==> src/rtl/voff_pkg.sv <==
package voff_pkg;

   typedef enum logic [1:0] {
      LVL_APP  = 2'd0,
      LVL_KERN = 2'd1,
      LVL_HYP  = 2'd2,
      LVL_MON  = 2'd3
   } priv_e;

   localparam int OC_W      = 5;
   localparam int OC_DIRECT = 0;
   localparam int OC_MEM    = 1;
   localparam int OC_TRAP2  = 2;
   localparam int OC_TRAP3  = 3;
   localparam int OC_UNDEF  = 4;

   typedef logic [OC_W-1:0] oc_t;

   typedef struct packed {
      logic undef_prio;
      logic undef_cond;
      logic trap_bit;
      logic offs_en;
   } mon_ctl_t;

   function automatic oc_t oc_bit(input int pos);
      oc_t v;
      v = '0;
      v[pos] = 1'b1;
      return v;
   endfunction

endpackage

==> src/rtl/voff_decode.sv <==
module voff_decode
   import voff_pkg::*;
#(
   parameter int IDX_W      = 4,
   parameter int SLOT_LIMIT = 4,
   parameter logic [(1<<IDX_W)-1:0] IMPL_MASK = 16'h000D
) (
   input  logic [1:0]       op0,
   input  logic [2:0]       op1,
   input  logic [3:0]       crn,
   input  logic [3:0]       crm,
   input  logic [2:0]       op2,
   output logic             grp_hit,
   output logic [IDX_W-1:0] idx,
   output logic             slot_ok
);

   localparam int SLOTS = 1 << IDX_W;

   logic [SLOTS-1:0] usable;

   // A slot is usable only below the limit and when its mask bit is set.
   for (genvar s = 0; s < SLOTS; s++) begin : g_usable
      if (s < SLOT_LIMIT) begin : g_in
         assign usable[s] = IMPL_MASK[s];
      end else begin : g_out
         assign usable[s] = 1'b0;
      end
   end

   always_comb begin
      grp_hit = (op0 == 2'b11) && (op1 == 3'b100) &&
                (crn == 4'b1101) && (crm[3:1] == 3'b100);
      idx     = IDX_W'({crm[0], op2});
      slot_ok = grp_hit && usable[idx];
   end

endmodule

==> src/rtl/voff_perm.sv <==
module voff_perm
   import voff_pkg::*;
#(
   parameter bit HAS_MON = 1'b1
) (
   input  logic     slot_ok,
   input  priv_e    priv,
   input  logic [2:0] nv,
   input  mon_ctl_t mon,
   output oc_t      oc
);

   oc_t hyp_oc;
   oc_t kern_oc;

   // Level 1: redirect, trap to level 2, or undefined.
   always_comb begin
      if (nv[2] && nv[0])
         kern_oc = oc_bit(OC_MEM);
      else if (nv[0])
         kern_oc = oc_bit(OC_TRAP2);
      else
         kern_oc = oc_bit(OC_UNDEF);
   end

   // Level 2: strict priority chain when the monitor level exists.
   if (HAS_MON) begin : g_mon
      always_comb begin
         if (mon.undef_prio && mon.trap_bit)
            hyp_oc = oc_bit(OC_UNDEF);
         else if (mon.undef_prio && !mon.offs_en)
            hyp_oc = oc_bit(OC_UNDEF);
         else if (!mon.offs_en)
            hyp_oc = mon.undef_cond ? oc_bit(OC_UNDEF) : oc_bit(OC_TRAP3);
         else if (mon.trap_bit)
            hyp_oc = mon.undef_cond ? oc_bit(OC_UNDEF) : oc_bit(OC_TRAP3);
         else
            hyp_oc = oc_bit(OC_DIRECT);
      end
   end else begin : g_nomon
      always_comb hyp_oc = oc_bit(OC_DIRECT);
   end

   always_comb begin
      if (!slot_ok) begin
         oc = oc_bit(OC_UNDEF);
      end else begin
         unique case (priv)
            LVL_APP:  oc = oc_bit(OC_UNDEF);
            LVL_KERN: oc = kern_oc;
            LVL_HYP:  oc = hyp_oc;
            LVL_MON:  oc = oc_bit(OC_DIRECT);
            default:  oc = oc_bit(OC_UNDEF);
         endcase
      end
   end

endmodule

==> src/rtl/voff_bank.sv <==
module voff_bank #(
   parameter int DATA_W = 64,
   parameter int IDX_W  = 4,
   parameter logic [(1<<IDX_W)-1:0] IMPL_MASK = 16'h000D
) (
   input  logic                           clk,
   input  logic                           rst_n,
   input  logic                           wr_en,
   input  logic [IDX_W-1:0]               idx,
   input  logic [DATA_W-1:0]              wr_data,
   output logic [DATA_W-1:0]              rd_data,
   output logic [(1<<IDX_W)*DATA_W-1:0]   bank_flat
);

   localparam int SLOTS = 1 << IDX_W;

   logic [DATA_W-1:0] slot_q [SLOTS];

   for (genvar s = 0; s < SLOTS; s++) begin : g_slot
      if (IMPL_MASK[s]) begin : g_reg
         always_ff @(posedge clk or negedge rst_n) begin
            if (!rst_n)
               slot_q[s] <= '0;
            else if (wr_en && (idx == IDX_W'(s)))
               slot_q[s] <= wr_data;
         end
      end else begin : g_tie
         assign slot_q[s] = '0;
      end
      assign bank_flat[s*DATA_W +: DATA_W] = slot_q[s];
   end

   assign rd_data = slot_q[idx];

endmodule

==> src/rtl/voff_access_unit.sv <==
module voff_access_unit
   import voff_pkg::*;
#(
   parameter int DATA_W     = 64,
   parameter int IDX_W      = 4,
   parameter int SLOT_LIMIT = 4,
   parameter logic [(1<<IDX_W)-1:0] IMPL_MASK = 16'h000D,
   parameter int ADDR_W     = 12,
   parameter logic [11:0] MEM_BASE = 12'hA00,
   parameter int SLOT_BYTES = 8,
   parameter logic [5:0] SYND_CLASS = 6'h18,
   parameter bit HAS_MON    = 1'b1
) (
   input  logic              clk,
   input  logic              rst_n,
   input  logic              acc_valid,
   input  logic              acc_write,
   input  logic [1:0]        enc_op0,
   input  logic [2:0]        enc_op1,
   input  logic [3:0]        enc_crn,
   input  logic [3:0]        enc_crm,
   input  logic [2:0]        enc_op2,
   input  logic [1:0]        priv_lvl,
   input  logic [2:0]        nv_ctl,
   input  logic              mon_undef_prio,
   input  logic              mon_undef_cond,
   input  logic              mon_trap,
   input  logic              mon_offs_en,
   input  logic [DATA_W-1:0] wr_data,
   output logic [OC_W-1:0]   outcome,
   output logic [5:0]        trap_class,
   output logic [ADDR_W-1:0] mem_addr,
   output logic [DATA_W-1:0] rd_data
);

   localparam int SLOTS = 1 << IDX_W;

   // Elaboration-time parameter checks.
   if (IDX_W != 4) begin : g_bad_idx
      $error("voff_access_unit: index is CRm[0] with op2, IDX_W must be 4");
   end
   if (SLOT_LIMIT < 1 || SLOT_LIMIT > SLOTS) begin : g_bad_lim
      $error("voff_access_unit: SLOT_LIMIT out of range");
   end
   if (DATA_W < 1) begin : g_bad_dw
      $error("voff_access_unit: DATA_W must be positive");
   end
   if (ADDR_W < 12) begin : g_bad_aw
      $error("voff_access_unit: ADDR_W too small for MEM_BASE");
   end
   if ((SLOT_BYTES & (SLOT_BYTES - 1)) != 0) begin : g_bad_sb
      $error("voff_access_unit: SLOT_BYTES must be a power of two");
   end

   logic             grp_hit;
   logic [IDX_W-1:0] idx;
   logic             slot_ok;
   oc_t              perm_oc;
   mon_ctl_t         mon;
   logic             wr_en;
   logic [DATA_W-1:0] bank_rd;
   logic [SLOTS*DATA_W-1:0] bank_flat;

   assign mon = '{undef_prio: mon_undef_prio, undef_cond: mon_undef_cond,
                  trap_bit: mon_trap, offs_en: mon_offs_en};

   voff_decode #(
      .IDX_W(IDX_W), .SLOT_LIMIT(SLOT_LIMIT), .IMPL_MASK(IMPL_MASK)
   ) u_decode (
      .op0(enc_op0), .op1(enc_op1), .crn(enc_crn), .crm(enc_crm), .op2(enc_op2),
      .grp_hit(grp_hit), .idx(idx), .slot_ok(slot_ok)
   );

   voff_perm #(.HAS_MON(HAS_MON)) u_perm (
      .slot_ok(slot_ok), .priv(priv_e'(priv_lvl)), .nv(nv_ctl), .mon(mon),
      .oc(perm_oc)
   );

   voff_bank #(
      .DATA_W(DATA_W), .IDX_W(IDX_W), .IMPL_MASK(IMPL_MASK)
   ) u_bank (
      .clk(clk), .rst_n(rst_n), .wr_en(wr_en), .idx(idx), .wr_data(wr_data),
      .rd_data(bank_rd), .bank_flat(bank_flat)
   );

   always_comb begin
      outcome    = acc_valid ? perm_oc : '0;
      wr_en      = acc_valid && acc_write && perm_oc[OC_DIRECT];
      rd_data    = (acc_valid && !acc_write && perm_oc[OC_DIRECT]) ? bank_rd : '0;
      trap_class = (outcome[OC_TRAP2] || outcome[OC_TRAP3]) ? SYND_CLASS : 6'd0;
      mem_addr   = outcome[OC_MEM]
                   ? ADDR_W'(MEM_BASE) + ADDR_W'(idx) * ADDR_W'(SLOT_BYTES)
                   : '0;
   end

endmodule

==> config.mk <==
export PLATFORM = sky130hd
export DESIGN_NAME = voff_access_unit
export DESIGN_NICKNAME = d
export VERILOG_FILES = /design/src/rtl/voff_pkg.sv /design/src/rtl/voff_decode.sv /design/src/rtl/voff_perm.sv /design/src/rtl/voff_bank.sv /design/src/rtl/voff_access_unit.sv
export SDC_FILE = /design/constraint.sdc
export NUM_CORES = 1
export LEC_CHECK = 0
export CAP_MARGIN = 20
export CORE_AREA = 2 2 134 136
export CTS_CLUSTER_DIAMETER = 30
export DETAILED_ROUTE_END_ITERATION = 7
export DIE_AREA = 0 0 136 138
export GPL_TIMING_DRIVEN = 0
export PLACE_DENSITY = 0.89
export SYNTH_ARGS = -nofsm -noshare
export SYNTH_HDL_FRONTEND = slang
export SYNTH_SLANG_ARGS = --single-unit
==> constraint.sdc <==
create_clock -name clk -period 2.2 [get_ports clk]
set_input_delay 0.33 -clock clk [delete_from_list [all_inputs] [get_ports clk]]
set_output_delay 0.33 -clock clk [all_outputs]
set_load 0.005 [all_outputs]
==> impl_metrics.csv <==
group,metric,value,unit
floorplanning,dieArea,18800,um^2
logic_synthesis,synth_cell_types,35,
clock_network,cts_tree,"done",
grt,grt_util_met3,4.73,%
floorplanning,core,17500,um^2
grt,use_met1,33.5,%
grt,grt_pass1_wl,37500,um
sta,rsz0062_at_grt,"true",
floorplanning,die-height,138,um
worst_setup_path,cp_max_fo,5,
grt,grt.busiest_layer,"met2",
worst_setup_path,crit_chain,"buf_6, and4bb_2, nand4_1, buf_6, or4_4, buf_12, buf_8, buf_6, nor2_1, buf_2",
logic_synthesis,syn_area,8910,um^2
clock_network,root_buffer,"clkbuf_16",
grt,grt_pass1_vias,7109,
worst_setup_path,slowest_stage,"or4_4",
min_path,hp-class,"in2async",
cells_and_area,finalNonFillerCells,1192,
clock_network,cts_max_level,4,
detailed_routing,wl_per_cell,20.2,um
logic_synthesis,yosysSeqAreaShare,53.9,%
sta,period_share,112,%
logic_synthesis,synth_seq_cells,192,
floorplanning,ioPinCount,180,
sta,hold_slack,462,ps
detailed_routing,drc,0,
cells_and_area,nets,1044,
worst_setup_path,cp-start-kind,"input port",
worst_setup_path,endpoint_kind,"primary output",
sta,setup_viol,64,
detailed_routing,ant_nets,0,
cells_and_area,area_delta_synth_final,40.2,%
grt,grtUsageTotal,25.8,%
grt,grt.met2_usage,42.9,%
status,violations,"negative setup slack",
sta,drv_slew,0,
logic_synthesis,syn_area_per_cell,12.9,um^2
worst_setup_path,required,1870,ps
cells_and_area,largest_reg_flops,192,
cells_and_area,insertedDiodeCount,0,
cells_and_area,register_area,4800,um^2
place,portBuffers,166,
job,cap_violations,0,
pwr,p_leak,0.00639,uW
place,dp_slack,-1450,ps
cells_and_area,multi_input_area,4120,um^2
place,dp.cells,1096,
cells_and_area,final_core_util,71.2,%
logic_synthesis,ys_warn_count,0,
worst_setup_path,worstSetupPathType,"in2out",
status,status,"complete, but fails checks",
sta,finalClockSkew,0,ps
clock_network,clockBufferDepth,2,
sta,worstMarginPinSlew,689,ps
clock_network,insertion_delay,430,ps
floorplanning,num_rows,49,
detailed_routing,first_iter_violations,550,
cells_and_area,final_layout_size_suffix_gt1_share,33.1,%
worst_setup_path,worst-endpoint-arrival,2140,ps
pwr,p_per_area,558,nW/um^2
grt,overflow,0,
grt,antenna_found_initial,0,
sta,max_freq,0.406,GHz
sta,fin_crit,2470,ps
clock_network,cts.clk_slew.worst_paths,60,ps
sta,hold_violations,0,
detailed_routing,drt_first_pass_iters,5,
floorplanning,start_util,50.8,%
clock_network,clkSinkCount,192,
worst_setup_path,r2r-end,"u_bank.bank_flat[204]",
clock_network,cts_buffers,17,
worst_setup_path,path_common_cell,"buf_6",
pwr,ir_worst_vdd,0.517,mV
floorplanning,die_x,136,um
detailed_routing,via_per_inst,5.62,
logic_synthesis,netlist_instances,689,
detailed_routing,via_count,6695,
place,place_congestion,0.782,
worst_setup_path,r2r-start,"u_bank.bank_flat[204]",
worst_setup_path,r2r_cells,1,
worst_setup_path,r2r_setup_slack,1350,ps
cells_and_area,fillCellCount,1162,
place,hpwl,14200,um
worst_setup_path,cpPeakStageDelay,550,ps
sta,finalSetupTns,-11000,ps
sta,worst_slack,-266,ps
grt,grt_start_max_net_pins,110,
detailed_routing,wirelength,24100,um
sta,slew_headroom,54.1,%
[metrics by stage]
step	instance area [um^2]	total power (uW)
after floorplan	8950	3690
final	12500	6970
after global routing	12500	7190
after CTS	12300	6980
after detailed placement	10900	4010
after global placement	10900	4000
[logic make-up after synthesis]
family / after synthesis / synth area share [%]
AOI/OAI and AO/OA: 69 / 5.62
buffers and inverters: 63 / 4.86
DFF: 192 / 53.9
muxes: 228 / 28.3
other: 1 / 0.0421
and+or+nand+nor: 136 / 7.23
[metal layers]
layer | vias to the layer above | share of wire (%)
li1 | 2992 | -
met1 | 3390 | 42
met2 | 251 | 50
met3 | 62 | 5.4
met4 | 0 | 3.0
met5 | - | 0
[area by class of cell]
type                            count  area share (%)
Multi-Input combinational cell    447            33.0
Tap cell                          229            2.29
Buffer                             58            4.72
Clock buffer                       20            3.66
Sequential cell                   192            38.5
Clock inverter                     11           0.862
Inverter                            2          0.0601
Timing Repair Buffer              233            16.9
[synth_stat cells (all sizes together)]
cell type,instances,area (um^2)
a21oi,37,185
a222oi,28,280
and2,5,31.3
and3,2,12.5
and4bb,2,25.0
buf,42,354
clkbuf,19,71.3
conb,1,3.75
dfrtp,192,4800
inv,2,7.50
mux2,192,2160
mux2i,36,360
nand2,3,11.3
nand2b,1,6.26
nand3,2,10.0
nand4,2,18.8
nand4b,1,8.76
nor2,105,394
nor2b,2,12.5
nor3,3,15.0
nor4,5,76.3
o2111ai,1,8.76
o211a,1,10.0
o211ai,1,7.51
o31a,1,8.76
or2,1,6.26
or3b,1,8.76
or4,1,7.51
[worst max path at each step]
stage	start	slack (ps)	to
final	enc_crm[2]	-270	rd_data[37]
after global routing	acc_valid	-330	rd_data[33]
after CTS	enc_crn[1]	-290	rd_data[4]
after detailed placement	enc_op2[1]	-1450	rd_data[29]
after global placement	rst_n	-6930	u_bank.bank_flat[216]
after floorplan	enc_crm[1]	100	rd_data[10]
[cell usage in the layout (no fill, tap or decap), types with 5 or more instances in the layout]
master	synthesis	routed
buf_4	15	43
clkdlybuf4s50_1	0	69
nor2_4	0	33
dfrtp_1	192	192
buf_6	18	53
nor2_1	105	53
nor4_4	3	5
dlygate4sd2_1	0	12
mux2_2	12	12
nor2_2	0	19
buf_8	0	12
clkbuf_16	0	22
clkbuf_8	0	6
mux2i_1	36	36
buf_12	0	7
mux2_1	180	180
a21oi_1	37	37
buf_2	4	70
conb_1	1	12
a222oi_1	28	28
clkbuf_2	0	5
[report_power, final]
| part | internal (uW) | total [uW] | switching (uW) |
|---|---|---|---|
| Clock | 1630 | 2980 | 1350 |
| Sequential | 3530 | 3530 | 0.0248 |
| Combinational | 212 | 456 | 245 |
[worst max-delay path, delay by kind of cell]
| kind | cells | cell delay (ps) |
|---|---|---|
| buffers and inverters | 6 | 770 |
| AND/OR/NAND/NOR | 4 | 1030 |
[what timing repair did]
item                                    CTS  global route
hold buffers                              1             0
buffers inserted                         53             6
cloned                                    8             1
endpoints found under the setup margin  267            87
gates resized for setup                 484            63
hold endpoints to repair                 83             0
pin swaps                                79            13
No activity file was read; power rests on OpenSTA's default activity.
